==> config.mk <==
export PLATFORM = sky130hd
export DESIGN_NAME = irq_vector_unit
export DESIGN_NICKNAME = d
export VERILOG_FILES = /design/src/rtl/irq_pkg.sv /design/src/rtl/irq_flag_bank.sv /design/src/rtl/irq_req_pipe.sv /design/src/rtl/irq_vec_ctl.sv /design/src/rtl/irq_vector_unit.sv
export SDC_FILE = /design/constraint.sdc
export NUM_CORES = 1
export LEC_CHECK = 0
export ABC_AREA = 0
export BUFFER_PORTS_ARGS = -buffer_cell sky130_fd_sc_hd__buf_2
export CORE_ASPECT_RATIO = 1.4
export CORE_MARGIN = 4
export CORE_UTILIZATION = 42
export DETAILED_ROUTE_END_ITERATION = 8
export PLACE_DENSITY = 0.73
export REMOVE_ABC_BUFFERS = 1
export SLEW_MARGIN = 30
export SYNTH_ARGS = -nofsm -noshare
export SYNTH_HDL_FRONTEND = slang
export SYNTH_SLANG_ARGS = --single-unit
==> constraint.sdc <==
create_clock -name clk -period 0.8 [get_ports clk]
set_input_delay 0.2 -clock clk [delete_from_list [all_inputs] [get_ports clk]]
set_output_delay 0.2 -clock clk [all_outputs]
set_load 0.005 [all_outputs]
==> src/rtl/irq_pkg.sv <==
package irq_pkg;
  localparam int BYTE_W = 8;
  localparam int PC_W   = 2 * BYTE_W;
  typedef logic [PC_W-1:0]   pc_t;
  typedef logic [BYTE_W-1:0] byte_t;
endpackage

==> src/rtl/irq_flag_bank.sv <==
module irq_flag_bank #(
  parameter int NSRC = 8
) (
  input  logic            clk,
  input  logic            rst_n,
  input  logic [NSRC-1:0] set_i,
  input  logic [NSRC-1:0] clr_i,
  output logic [NSRC-1:0] flags_o
);
  logic [NSRC-1:0] flags_d, flags_q;

  // a set in the same cycle as a clear wins, so no event is lost
  always_comb flags_d = (flags_q & ~clr_i) | set_i;

  always_ff @(posedge clk or negedge rst_n)
    if (!rst_n) flags_q <= '0;
    else        flags_q <= flags_d;

  assign flags_o = flags_q;

  AST_FLAG_HOLD: assert property (@(posedge clk) disable iff (!rst_n)
    (set_i == '0 && clr_i == '0) |=> $stable(flags_o));
  AST_FLAG_SET: assert property (@(posedge clk) disable iff (!rst_n)
    (|set_i) |=> ((flags_o & $past(set_i)) == $past(set_i)));
endmodule

==> src/rtl/irq_req_pipe.sv <==
module irq_req_pipe #(
  parameter int NSRC = 8,
  parameter int LAG  = 2
) (
  input  logic            clk,
  input  logic            rst_n,
  input  logic [NSRC-1:0] flags_i,
  input  logic [NSRC-1:0] en_i,
  output logic            pend_o
);
  logic           raw;
  logic [LAG-1:0] stage_d, stage_q;

  always_comb raw = |(flags_i & en_i);

  generate
    if (LAG == 1) begin : g_one
      always_comb stage_d = raw;
    end else begin : g_many
      always_comb stage_d = {stage_q[LAG-2:0], raw};
    end
  endgenerate

  always_ff @(posedge clk or negedge rst_n)
    if (!rst_n) stage_q <= '0;
    else        stage_q <= stage_d;

  assign pend_o = stage_q[LAG-1];

  AST_STAGE_FOLLOWS: assert property (@(posedge clk) disable iff (!rst_n)
    1'b1 |=> (stage_q[0] == $past(raw)));
endmodule

==> src/rtl/irq_vec_ctl.sv <==
module irq_vec_ctl
  import irq_pkg::*;
(
  input  logic  clk,
  input  logic  rst_n,
  input  logic  take_i,
  input  pc_t   pc_i,
  input  logic  ret_i,
  input  logic  ret_upd_i,
  input  pc_t   ret_pc_i,
  input  logic  vec_hi_we_i,
  input  logic  vec_lo_we_i,
  input  byte_t vec_wdata_i,
  output logic  gie_o,
  output pc_t   ipc_o,
  output logic  pc_we_o,
  output pc_t   pc_wdata_o
);
  pc_t  vec_d, vec_q, ipc_d, ipc_q;
  logic gie_d, gie_q;
  logic ret_eff;

  // a take wins over a return in the same cycle
  assign ret_eff = ret_i & ~take_i;

  always_comb begin
    vec_d = vec_q;
    if (vec_hi_we_i) vec_d[PC_W-1:BYTE_W] = vec_wdata_i;
    if (vec_lo_we_i) vec_d[BYTE_W-1:0]    = vec_wdata_i;
    if (ret_eff && ret_upd_i) vec_d = ret_pc_i + PC_W'(1);
    ipc_d = take_i ? pc_i : ipc_q;
    gie_d = gie_q;
    if (take_i)       gie_d = 1'b0;
    else if (ret_eff) gie_d = 1'b1;
  end

  always_ff @(posedge clk or negedge rst_n)
    if (!rst_n) begin
      vec_q <= '0;
      ipc_q <= '0;
      gie_q <= 1'b1;
    end else begin
      vec_q <= vec_d;
      ipc_q <= ipc_d;
      gie_q <= gie_d;
    end

  assign gie_o      = gie_q;
  assign ipc_o      = ipc_q;
  assign pc_we_o    = take_i | ret_i;
  assign pc_wdata_o = take_i ? vec_q : ipc_q;

  AST_TAKE_CLEARS_GIE: assert property (@(posedge clk) disable iff (!rst_n)
    take_i |=> !gie_o);
  AST_TAKE_SAVES_PC: assert property (@(posedge clk) disable iff (!rst_n)
    take_i |=> (ipc_o == $past(pc_i)));
  AST_RET_SETS_GIE: assert property (@(posedge clk) disable iff (!rst_n)
    (ret_i && !take_i) |=> gie_o);
  AST_RET_VEC_UPD: assert property (@(posedge clk) disable iff (!rst_n)
    (ret_i && !take_i && ret_upd_i) |=> (vec_q == pc_t'($past(ret_pc_i) + PC_W'(1))));
endmodule

==> src/rtl/irq_vector_unit.sv <==
module irq_vector_unit
  import irq_pkg::*;
#(
  parameter int NSRC    = 8,
  parameter int REQ_LAG = 2
) (
  input  logic              clk,
  input  logic              rst_n,
  input  logic [NSRC-1:0]   flag_set_i,
  input  logic [NSRC-1:0]   flag_clr_i,
  input  logic [NSRC-1:0]   src_en_i,
  input  logic              int_en_i,
  input  logic              swi_i,
  input  logic              take_i,
  input  logic [PC_W-1:0]   pc_i,
  input  logic              ret_i,
  input  logic              ret_upd_i,
  input  logic [PC_W-1:0]   ret_pc_i,
  input  logic              vec_hi_we_i,
  input  logic              vec_lo_we_i,
  input  logic [BYTE_W-1:0] vec_wdata_i,
  output logic              irq_o,
  output logic              gie_o,
  output logic              pc_we_o,
  output logic [PC_W-1:0]   pc_wdata_o,
  output logic [BYTE_W-1:0] ipc_hi_o,
  output logic [BYTE_W-1:0] ipc_lo_o
);
  logic [NSRC-1:0] flags;
  logic            pend;
  pc_t             ipc;

  irq_flag_bank #(.NSRC(NSRC)) u_flags (
    .clk(clk), .rst_n(rst_n), .set_i(flag_set_i), .clr_i(flag_clr_i),
    .flags_o(flags)
  );

  irq_req_pipe #(.NSRC(NSRC), .LAG(REQ_LAG)) u_pipe (
    .clk(clk), .rst_n(rst_n), .flags_i(flags), .en_i(src_en_i),
    .pend_o(pend)
  );

  irq_vec_ctl u_vec (
    .clk(clk), .rst_n(rst_n), .take_i(take_i), .pc_i(pc_i),
    .ret_i(ret_i), .ret_upd_i(ret_upd_i), .ret_pc_i(ret_pc_i),
    .vec_hi_we_i(vec_hi_we_i), .vec_lo_we_i(vec_lo_we_i),
    .vec_wdata_i(vec_wdata_i), .gie_o(gie_o), .ipc_o(ipc),
    .pc_we_o(pc_we_o), .pc_wdata_o(pc_wdata_o)
  );

  assign irq_o    = (pend | swi_i) & gie_o & int_en_i;
  assign ipc_hi_o = ipc[PC_W-1:BYTE_W];
  assign ipc_lo_o = ipc[BYTE_W-1:0];

  AST_NO_IRQ_AFTER_TAKE: assert property (@(posedge clk) disable iff (!rst_n)
    take_i |=> !irq_o);
endmodule

Word-level counts from Yosys, hierarchy flattened
Index checks and enable logic that the tools add are counted.
Cells by class
  add/subtract/negate cells: 1
  muxes and demuxes: 6
  bitwise operators: 10
  reduce and logical (&&, ||, !) cells: 5
Operator list (number)
  $mux 16: 2
  $add 16x1->16 const B: 1
  $and 8x8->8: 2
  $mux 8: 2
  $not 8->8: 1
  $or 8x8->8: 1
  $reduce_or 8->1: 1
  $reduce_bool 2->1: 3
  $and 1x1->1: 3
  $mux 1: 2
  $or 1x1->1: 2
  $logic_and 1x1->1: 1
  $not 1->1: 1
Storage, ports and cells
  register bits after elaboration: 43
  input port bits: 73
  output and inout bits: 35
  logic and storage cells: 28

Logic depth before layout (Yosys ltp)
  depth in word-level cells: 4
  gate-level depth with buffers: 5
  mapped depth without buffers: 5

By module
A second synthesis with hierarchy kept.
Second synthesis, totals
  cell total of the unflattened synthesis: 251
  area total of the unflattened synthesis: 2263.4 µm²
Modules (own cells, without submodules)
  irq_vec_ctl: times used 1, cells an instance 219, area each 1876.8 µm², sequential area each 827.0 µm²
  irq_flag_bank: times used 1, cells an instance 24, area each 290.3 µm², sequential area each 200.2 µm²
  irq_req_pipe: times used 1, cells an instance 7, area each 86.3 µm², sequential area each 50.0 µm²
  irq_vector_unit: times used 1, cells an instance 1, area each 10.0 µm², sequential area each 0.0 µm²

Least setup slack after synthesis
OpenSTA, ideal clock, no wires.
  path type: input-to-reg
  from: input port vec_lo_we_i
  to: register u_vec.vec_q[5]
  library setup time: 0.138 ns
  arrival: 0.996 ns
  data required time: 0.662 ns
  setup slack: -0.335 ns
  cell stages on the path: 4
  buffers on the path: 1
  cell sequence: clkbuf_1 > mux2_2 > nand2_1 > o21ai_0
Between the ends
  longest elaborated chain between the ends: 1
Ends and longest elaborated chain
  start, declared: RTL line irq_vector_unit.sv:20  | input logic vec_lo_we_i,
  $reduce_bool 2->1 (no source line)
  end signal, assigned: RTL line irq_vec_ctl.sv:43  | vec_q <= vec_d;
  end, declared: RTL line irq_vec_ctl.sv:19  | pc_t vec_d, vec_q, ipc_d, ipc_q;
No other way between the ends.
A chain may end at the register's enable or synchronous reset.

Final worst setup path
  from: register u_vec.gie_q, in the netlist u_vec.gie_o
  to: output port irq_o
Between the ends
  longest elaborated chain between the ends: 2
Ends and longest elaborated chain
  start, declared: RTL line irq_vec_ctl.sv:20  | logic gie_d, gie_q;
  start signal, assigned: RTL line irq_vec_ctl.sv:45  | gie_q <= gie_d;
  $and 1x1->1 (2 in a row): RTL line irq_vector_unit.sv:51  | assign irq_o = (pend | swi_i) & gie_o & int_en_i;
  end, declared: RTL line irq_vector_unit.sv:22  | output logic irq_o,
No other way between the ends.

==> metrics.yaml <==
outcome:
  outcome: "complete, but fails checks"
  failed_checks: "setup timing"
critical_path:
  cp_slowest_cell: "dfstp_2"
  crit_chain: "o211a_1 -> buf_2"
  crit_path_end_kind: "output pin"
  crit_type: "flop to output pin"
  worstPathMaxFanout: 2
  startpoint_type: "flop"
  crit_arrival_ps: 1070
  cpPeakStageDelay_ps: 540
  required_ps: 600
drt:
  drt-pass1-iter-count: 4
  ant_nets: 0
  vias_per_cell: 5.03
  drt-total-wl_mm: 7.82
  drt_iter0_drc: 82
  drc: 0
  vias: 2419
  wl_per_cell_um: 16.3
placement:
  pre_cts_ws_ps: -489
  placed_area_sq_um: 3210
  port_buffers: 107
  hpwl_mm: 4.60
  place.gp.congestion: 0.862
clock_network:
  clk_pin_slew_worst_paths_ps: 90
  tritoncts: "built"
  clk_latency_ps: 310
  cts_sinks: 43
  cts_htree_levels: 2
  clockRootBuffer: "clkbuf_8"
  cts_buffer_depth: 2
  numCtsBuffers: 5
floorplanning:
  die_h_um: 95.1
  die_w_um: 70.2
  rows: 31
  die_area_sq_um: 6680
  floorplan.core_area_sq_um: 5200
  ios: 108
  start_util: 0.438
power:
  leakagePower_uw: 0.00212
  p_sw_uw: 1700
  pwr-share-seq: 0.418
  powerDensity_nw_per_um2: 1490
  clockPowerShare: 0.296
  p_int_uw: 4280
  p_comb_frac: 0.286
  ir_worst_vdd_v: 0.00160
  p_sw_frac: 0.284
global_routing:
  grt_pass1_vias: 2526
  antenna_found_initial: 1
  track_usage: 0.221
  grt_max_degree: 26
  grt_first_pass_wirelength_mm: 11.4
  grt-ovfl-total: 0
finish:
  postLayoutCoreUtil: 0.774
  area_growth_pct: 76.9
  mostFrequentLayoutCell: "buf_2"
  final_area_sq_um: 4030
  final_cell_mix: "buf_2, nand2_1, dfrtp_1"
  finalNetCount: 487
  drive_above_1_share: 0.577
synthesis:
  synthCells: 247
  syn_area_sq_um: 2280
  yosys_warnings: 0
  ys_seq_area_frac: 0.473
  ys_seq_elements: 43
  synth_cell_types: 28
  avgSynthCellArea_sq_um: 9.21
timing:
  rsz0062_at_grt: "yes"
  setup_violations: 56
  final_max_slew_viol_count: 0
  tightest_slew_ps: 278
  worst_slack_ps: -475
  hold_slack_ps: 63.2
  skew_ps: 3.91
  fmax_ghz: 0.784
  hold_viol: 0
  maxSlewHeadroom: 0.814
  fin_crit_ps: 1270
  post-route-period-util: 1.59
min_path:
  min-delay-path-class: "input port to flop"
run:
  cap_violations: 0
-- synth_stat cells, drive strengths merged --
cell type	instances	area, sq um
nand2b	16	100
clkbuf	9	33.8
nor4	4	50.1
nor3	3	15.0
nand4	4	55.1
xnor2	13	114
nor2	10	37.5
xor2	1	8.76
nand3	5	50.0
mux2i	4	40.0
or2	1	6.26
dfrtp	42	1050
o211a	1	10.0
nand2	79	297
dfstp	1	26.3
nand3b	1	7.51
a21o	8	60.1
buf	1	3.75
ha	1	12.5
o21ai	12	71.3
inv	11	41.3
a22oi	4	30.0
mux2	12	135
a21oi	4	20.0
-- area by class of cell --
type,count,area [sq um]
clock buffers,5,68.8
flip-flops and latches,43,1080
clock inverters,3,43.8
well taps,66,82.6
fillers,344,1170
repair buffers,169,1350
inverters,11,41.3
diodes,1,2.50
multi-input cells,183,1360
-- flip-flops by register name, summed over array words and instances, names as in the netlist --
| register | flops |
|---|---|
| u_vec.vec_q | 16 |
| u_vec.ipc_o | 16 |
| u_flags.flags_o | 8 |
| u_pipe.stage_q | 2 |
| u_vec.gie_o | 1 |
-- path summary, 6_finish.rpt --
check / startpoint / endpoint / slack [ps] / cells after the start
max: u_vec.gie_o / irq_o / -470 / 2
min: flag_set_i[2] / u_flags.flags_o[2] / 60 / 2
min reg2reg: u_pipe.stage_q[0] / u_pipe.stage_q[1] / 360 / 0
max in group asynchronous: rst_n / u_vec.gie_o / 50 / 3
max reg2reg: u_vec.vec_q[14] / u_vec.vec_q[14] / -230 / 4
min in group asynchronous: rst_n / u_vec.ipc_o[1] / 330 / 2
-- power by group through the flow --
stage / sequential [uW] / combinational (uW) / clock [uW]
6_report: 2500 / 1710 / 1770
3_3_place_gp: 2520 / 1200 / 0
2_1_floorplan: 2520 / 476 / 0
5_1_grt: 2520 / 1860 / 1890
3_5_place_dp: 2530 / 1230 / 0
4_1_cts: 2490 / 1510 / 1780
-- through the flow --
step                total power, uW  std cells  TNS (ps)
finish                         5980        481    -12290
CTS                            5780        473    -11450
global route                   6280        481    -14480
global placement               3720        445    -12610
detailed placement             3760        445    -13020
floorplan                      2990        237     -7860
-- layer usage --
metal  vias up  share of wire  routed length, um  GRT usage
li1       1147              -                  -          -
met5         -              0                  0          0
met4         0          0.041                320      0.150
met1      1173           0.35               2780      0.223
met2        73           0.56               4390      0.412
met3        26          0.042                332     0.0390
-- critical path, delay by kind of cell (launching register included) --
| family | cells | cell delay, ps |
|---|---|---|
| compound gates | 1 | 130 |
| buf+inv | 1 | 100 |
| flops | 1 | 540 |
-- cell families (layout without fill, tap and decap cells) --
logic type / after synthesis / after routing / share of synthesized area
buf+inv: 21 / 188 / 0.0346
xor+xnor: 14 / 14 / 0.0539
mux: 16 / 16 / 0.0770
simple gates: 123 / 123 / 0.272
compound gates: 29 / 29 / 0.0841
flops: 43 / 43 / 0.473
fa+ha+maj: 1 / 1 / 0.00550
other cells: 0 / 1 / 0
-- repair_timing --
item	4_1_cts	5_1_grt
cloned	6	0
setup buffers	13	13
pin swaps	20	16
setup endpoints to repair	53	58
hold buffers	1	0
resized for setup	53	45
hold endpoints to repair	17	0
Note: power is estimated with default switching activity, not from simulation.
